**config.mk**
```make
export PLATFORM = sky130hd
export DESIGN_NAME = pwbit_decoder
export DESIGN_NICKNAME = d
export VERILOG_FILES = /design/src/rtl/pwbit_decoder.sv
export SDC_FILE = /design/constraint.sdc
export NUM_CORES = 1
export LEC_CHECK = 0
export BUFFER_PORTS_ARGS = -buffer_cell sky130_fd_sc_hd__buf_2
export CAP_MARGIN = 10
export CORE_UTILIZATION = 60
export DETAILED_ROUTE_END_ITERATION = 6
export HOLD_SLACK_MARGIN = 0.08
export PLACE_DENSITY_LB_ADDON = 0.25
export SLEW_MARGIN = 10
export SYNTH_ARGS = -nofsm -noshare
export SYNTH_HDL_FRONTEND = slang
export SYNTH_SLANG_ARGS = --single-unit
```
**constraint.sdc**
```tcl
create_clock -name clk -period 3.7 [get_ports clk]
set_clock_uncertainty 0.05 [all_clocks]
set_input_delay 0.185 -clock clk [delete_from_list [all_inputs] [get_ports clk]]
set_output_delay 0.185 -clock clk [all_outputs]
set_load 0.005 [all_outputs]
```
**src/rtl/pwbit_decoder.sv**
```systemverilog
module pwbit_decoder #(
  parameter int CLK_MHZ       = 250,
  parameter int BIT_NS        = 39000,
  parameter int SAMPLE_PCT    = 55,
  parameter int THRESH_PCT    = 55,
  parameter int START_MIN_PCT = 300,
  parameter int START_MAX_PCT = 600,
  parameter int IDLE_PCT      = 150,
  parameter bit PW_MODE       = 1'b0,
  parameter bit ZERO_IS_HIGH  = 1'b1
) (
  input  logic clk,
  input  logic rst_n,
  input  logic bus_in,
  output logic bit_valid,
  output logic bit_value,
  output logic frame_start,
  output logic frame_end
);

  localparam int BIT_CYC       = CLK_MHZ * BIT_NS / 1000;
  localparam int SAMPLE_CYC    = BIT_CYC * SAMPLE_PCT / 100;
  localparam int THRESH_CYC    = BIT_CYC * THRESH_PCT / 100;
  localparam int START_MIN_CYC = BIT_CYC * START_MIN_PCT / 100;
  localparam int START_MAX_CYC = BIT_CYC * START_MAX_PCT / 100;
  localparam int IDLE_CYC      = BIT_CYC * IDLE_PCT / 100;
  localparam int CW            = $clog2(START_MAX_CYC + 2);

  localparam logic [CW-1:0] CNT_SAT   = '1;
  localparam logic [CW-1:0] K_SAMPLE  = CW'(SAMPLE_CYC - 1);
  localparam logic [CW-1:0] K_IDLE    = CW'(IDLE_CYC - 1);
  localparam logic [CW-1:0] K_SMAX    = CW'(START_MAX_CYC);
  localparam logic [CW:0]   K_LEN_MIN = (CW+1)'(START_MIN_CYC);
  localparam logic [CW:0]   K_LEN_MAX = (CW+1)'(START_MAX_CYC);
  localparam logic [CW:0]   K_THRESH  = (CW+1)'(THRESH_CYC);

  typedef enum logic [1:0] {S_IDLE, S_START, S_DATA} state_t;

  logic          sync1, sync2;
  logic [2:0]    hist;
  logic          line, line_d;
  state_t        state;
  logic [CW-1:0] cnt;
  logic          armed;

  wire           maj    = (hist[0] & hist[1]) | (hist[0] & hist[2]) | (hist[1] & hist[2]);
  wire           rise   = line & ~line_d;
  wire           fall   = ~line & line_d;
  wire  [CW:0]   hlen   = {1'b0, cnt} + 1'b1;
  wire           judge  = PW_MODE ? fall : (cnt == K_SAMPLE);
  wire           hi_lvl = PW_MODE ? (hlen >= K_THRESH) : line;

  always_ff @(posedge clk) begin
    if (!rst_n) begin
      sync1  <= 1'b0;
      sync2  <= 1'b0;
      hist   <= '0;
      line   <= 1'b0;
      line_d <= 1'b0;
    end else begin
      sync1  <= bus_in;
      sync2  <= sync1;
      hist   <= {hist[1:0], sync2};
      line   <= maj;
      line_d <= line;
    end
  end

  always_ff @(posedge clk) begin
    if (!rst_n) begin
      state       <= S_IDLE;
      cnt         <= '0;
      armed       <= 1'b0;
      bit_valid   <= 1'b0;
      bit_value   <= 1'b0;
      frame_start <= 1'b0;
      frame_end   <= 1'b0;
    end else begin
      bit_valid   <= 1'b0;
      frame_start <= 1'b0;
      frame_end   <= 1'b0;
      if (cnt != CNT_SAT) cnt <= cnt + 1'b1;
      case (state)
        S_IDLE: begin
          armed <= 1'b0;
          if (rise) begin
            state <= S_START;
            cnt   <= '0;
          end
        end
        S_START: begin
          if (fall) begin
            if (hlen >= K_LEN_MIN && hlen <= K_LEN_MAX) begin
              state       <= S_DATA;
              frame_start <= 1'b1;
              cnt         <= '0;
              armed       <= 1'b0;
            end else begin
              state <= S_IDLE;
            end
          end else if (cnt >= K_SMAX) begin
            state <= S_IDLE;
          end
        end
        S_DATA: begin
          if (rise) begin
            cnt   <= '0;
            armed <= 1'b1;
          end else if (cnt == K_IDLE) begin
            state     <= S_IDLE;
            frame_end <= 1'b1;
            armed     <= 1'b0;
          end else if (armed && judge) begin
            armed     <= 1'b0;
            bit_valid <= 1'b1;
            bit_value <= hi_lvl ^ ZERO_IS_HIGH;
          end
        end
        default: state <= S_IDLE;
      endcase
    end
  end

endmodule

```
Yosys cells after proc, flatten, opt, wreduce, memory -nomap -nowiden
Index checks and enable logic that the tools add are counted.

Bits in registers: 30. Bits in latches: 0. RAM bits: 0. Memory bits (read-only): 0. Input bits: 3. Output and inout bits: 4. Logic and storage cells: 74. Memories: 0.

$add $sub $neg: 2. Multipliers: 0. Div/mod/pow operators: 0. Order comparisons: 3. Equality and inequality tests: 12. Shift-type cells: 0. Mux-type cells: 21. Bitwise logic cells: 13. Reduce and logical (&&, ||, !) cells: 11.

Operators by type and width (number): $mux W16 (4); $pmux W16 S2 (1); $add A16 B1 Y17 const B (1); $ge A17 B15 Y1 const B (1); $le A17 B16 Y1 const B (1); $add A16 B1 Y16 const B (1); $eq A16 B13 Y1 const B (1); $eq A16 B14 Y1 const B (1); $ge A16 B16 Y1 const B (1); $ne A16 B16 Y1 const B (1); $mux W2 (6); $reduce_and A4 Y1 (3); $ne A2 B2 Y1 const B (5); $mux W1 (8); $not A1 Y1 (6); $pmux W2 S3 (1); $and A1 B1 Y1 (5); $ne A4 B4 Y1 const B (1); $reduce_or A4 Y1 (1); $ne A3 B3 Y1 const B (1); $pmux W1 S3 (1); $reduce_and A3 Y1 (1); $reduce_bool A3 Y1 (1); $reduce_or A3 Y1 (1); other kinds (6) (8).

Depth between registers and ports, before layout
Depth in word-level cells: 6. Gate-level depth with buffers: 10.

Worst setup path before layout
Ideal clock, no wire load.

Kind: register to register. Start point: register cnt[0]. End point: register cnt[15]. Arrival time: 2512 ps. Path slack: 1000 ps. Cell stages (with the launch flop): 11. Path buffers: 2. Period minus slack after synthesis: 2700 ps. Cells stage by stage: dfxtp_1 -> ha_1 -> buf_2 -> nand3_4 -> or3_4 -> xnor2_1 -> nor4_1 -> a31oi_2 -> a211oi_4 -> buf_6 -> nor3b_2.

Longest elaborated chain between the ends: 6. Elaborated cells between the ends (all ways): 11.

Ends and longest elaborated chain: from (decl) (RTL line 43) `logic [CW-1:0] cnt;`; from (signal assigned) (RTL line 82) `if (cnt != CNT_SAT) cnt <= cnt + 1'b1;`; $add A16 B1 Y17 (RTL line 49) `wire [CW:0] hlen = {1'b0, cnt} + 1'b1;`; $ge A17 B15 Y1 / $le A17 B16 Y1 (equally long branches) (RTL line 93) `if (hlen >= K_LEN_MIN && hlen <= K_LEN_MAX) begin`; $logic_and A1 B1 Y1 (RTL line 93); $mux W16 (RTL line 93); $mux W16 (RTL line 92) `if (fall) begin`; $pmux W16 S2 (*) (RTL line 83) `case (state)`.

Mark *: on every way between the ends. The rest lies on a longest branch, timed or not. A chain may end at the register's enable or synchronous reset.

Worst setup path after layout
Start point: register cnt[0]. End point: register cnt[2].

Same word-level chain as after synthesis.

==> results.rst <==
.. list-table::
   :header-rows: 1

   * - Metric
     - Value
   * - Largest net degree at the start of global routing
     - 19
   * - Worst EP required
     - approximately 3.9 ns
   * - Commonest cells in the synthesized netlist
     - dfxtp_1, nand2_1, xnor2_1
   * - Post-synthesis sequential area ratio
     - a little under a third
   * - Hpwl dp
     - between 2000 and 3000 um
   * - Placement Cell Area
     - ~1900 um2
   * - Clock period minus final worst setup slack
     - 3.04 ns
   * - Cell class contributing the biggest share of worst-path delay
     - compound AO/OA/AOI/OAI gates
   * - Tcrit/Tclk final
     - 82.3%
   * - Via count of the first global-routing pass
     - around 1,300
   * - Overall track demand over capacity in global routing
     - about a quarter
   * - Htree depth
     - 2
   * - Maximum fanout along the worst path
     - 18
   * - Vert. Die Dim
     - 58.2 um
   * - Number of vias in the routed layout
     - 1,578
   * - Clock root cell
     - clkbuf_4
   * - Number of top-level pins
     - 7
   * - Total grt overflow
     - 0
   * - Residual antenna-violating net count after detailed routing
     - 0
   * - Run status
     - finished, final reports clean
   * - Count of max-cap constraint violations
     - 0
   * - Initial antenna violation count
     - 0
   * - Gp weighted congestion
     - around 0.96
   * - Synthesized area per cell
     - between 9 and 10 um2
   * - Initial cell density of the core
     - roughly 63%
   * - Buf+Inv Stages, Crit Path
     - 1
   * - Clock latency on the worst-skew pair
     - roughly 0.32 ns
   * - Post-layout power
     - slightly above 0.6 mW
   * - Leakage power figure
     - around 0.68 nW
   * - Full die area
     - about 3400 um2
   * - Final core utilization
     - between 60% and 70%
   * - Cells along the critical path
     - ha_1 > nand3_4 > or3_4 > o31ai_4 > o221ai_1 > a31oi_1 > a211oi_4 > buf_4 > a211oi_1
   * - Post-synth net total
     - 214
   * - Max Clock Freq
     - between 0.3 and 0.4 GHz
   * - Setup violation total in the final timing report
     - 0
   * - Residual DRC
     - 0
   * - Wire length of the first global-routing pass
     - 6620 um
   * - Hold crit path type
     - input pin to register
   * - Fin area
     - around 2000 um2
   * - Routed wirelength normalized by instance count
     - 15.8 um
   * - Proportion of netlist area held by the largest area contributor
     - about a third
   * - Library cell contributing the largest single delay on the critical path
     - dfxtp_1
   * - Setup crit start kind
     - register
   * - Delay of the slowest critical-path stage
     - about 0.52 ns
   * - Num rows
     - 20
   * - Synthesized area
     - around 1900 um2
   * - Peak supply drop
     - between 0.2 and 0.25 mV
   * - Post-synth EDFFs
     - 0
   * - Kind of end point of the critical path
     - register
   * - Setup repair after global routing missed its margin
     - no
   * - Area inside the core boundary
     - between 3000 and 4000 um2
   * - Number of I/O port buffers
     - 6
   * - Clk sink count
     - 30
   * - Signal arrival time at the worst endpoint
     - 3.22 ns
   * - Setup_tns
     - 0 ns
   * - Met1 wire length
     - ~1800 um
   * - TritonCTS clock tree
     - yes
   * - Setup bufs post-CTS
     - 0
   * - Top_reg_cell synth
     - dfxtp_1
   * - Worst Max-Slew Pin Slew
     - 0.430 ns
   * - Ratio of total power to cell area
     - between 300 and 400 nW/um2
   * - Starting DRT DRC Count
     - between 80 and 90
   * - Final hold violation count
     - 0
   * - Proportion of synthesized flip-flops having asynchronous set or reset
     - 0%
   * - Flop and latch count out of synthesis
     - 30
   * - Top routing layer used
     - met4
   * - Die span in x
     - 58.2 um
   * - Post-Syn Instances
     - 208
   * - Top cells by area, synth
     - dfxtp_1, xnor2_1, a211oi_1
   * - Relative slew margins
     - between 70% and 80%
   * - Number of buffers created by CTS
     - 5
   * - Final-report max-slew violation count
     - 0
   * - Cell type contributing the most total cell area after synthesis
     - dfxtp_1
   * - Amount of wire on met3 after detailed routing
     - roughly 120 um
   * - Layout-stage area growth over the synthesis result
     - 5.87%
   * - N_diodes
     - 0
   * - Number of search-and-repair iterations in the first detailed-routing pass
     - 4
   * - Crit Path Category
     - register to register
   * - Clock transition at path regs
     - about 0.10 ns
   * - CTS Buffer Depth
     - 2
   * - Total Nets Final
     - about 220
   * - Most common cell in the synthesized netlist
     - dfxtp_1
   * - Detailed-routed wire length on met2
     - 2000 um
   * - Via/cell ratio
     - between 6 and 7
   * - Warnings, synthesis
     - 0
   * - Routed WL
     - about 4000 um
   * - Cell variety after synth
     - 54
   * - Share of layout cells above drive strength 1
     - about a fifth
==> worst paths after layout <==
path | start | endpoint | slack [ns] | cells after the start
worst max-delay path | cnt[0] | cnt[2] | 0.66 | 9
worst min-delay path | rst_n | state[1] | 0.15 | 2
worst max register to register | cnt[0] | cnt[2] | 0.66 | 9
worst min register to register | sync2 | hist[0] | 0.40 | 1
==> kinds of logic after synthesis <==
group | count (synthesis) | share of synthesized area [%]
AO/OA/AOI/OAI | 48 | 20.3
flip-flops | 30 | 31.7
XOR/XNOR | 15 | 6.93
adder cells (fa/ha/maj) | 3 | 1.98
multiplexers | 1 | 0.528
buffers and inverters | 22 | 6.01
AND/OR/NAND/NOR | 89 | 32.6
==> what timing repair did <==
action / in CTS / in global routing
hold buffers: 1 / 0
endpoints found under the hold margin: 1 / 0
resized for setup: 0 / 0
==> per-stage QoR <==
step	cells	worst slack, ns	hold WS (ns)
3_3_place_gp	247	0.848	0.347
4_1_cts	256	0.687	0.144
2_1_floorplan	208	1.00	0.262
6_report	256	0.656	0.150
5_1_grt	256	0.456	0.148
3_5_place_dp	247	0.710	0.364
==> power breakdown <==
group | total [mW] | switching [mW] | internal [mW]
clock network | 0.250 | 0.111 | 0.140
registers | 0.335 | 0.00757 | 0.327
logic | 0.0325 | 0.0187 | 0.0138
==> worst reg2reg max path: stages (launching register included) <==
cell and delay [ns]:
dfxtp_1 0.52, ha_1 0.40, nand3_4 0.20, or3_4 0.45, o31ai_4 0.28, o221ai_1 0.17, a31oi_1 0.34, a211oi_4 0.07
buf_4 0.23, a211oi_1 0.25
==> flip-flops by register name (all words and copies together) (netlist names) <==
name,flops
hi_lvl,1
sync1,1
cnt,16
frame_end,1
state,2
armed,1
bit_valid,1
line_d,1
frame_start,1
bit_value,1
sync2,1
hist,3
==> area by class of cell <==
| class | count | area, um2 |
|---|---|---|
| Inverter | 8 | 30.0 |
| Timing Repair Buffer | 10 | 62.6 |
| Sequential cell | 30 | 601 |
| Clock buffer | 5 | 37.5 |
| Clock inverter | 3 | 40.0 |
| Tap cell | 44 | 55.1 |
| Multi-Input combinational cell | 156 | 1180 |
| Fill cell | 246 | 1020 |
==> cell usage in the layout, fill, tap and decap left out, types with 5 or more instances in the layout <==
master and instances:
a21oi_1 6, clkbuf_4 5, nand3_1 8, nor4_1 7, buf_2 6, o21ai_0 7
xnor2_1 13, and2_1 8, nor3_2 5, nor3_1 8, inv_1 8, dfxtp_1 30
nand2_1 13, nor2_1 11, a211oi_1 8
==> routing by layer <==
layer | track usage, % | vias up
li1 | - | 780
met1 | 36.5 | 751
met2 | 39.9 | 39
met3 | 5.58 | 8
met4 | 9.18 | 0
met5 | 0 | -
Note: power is estimated with default switching activity, not from simulation.
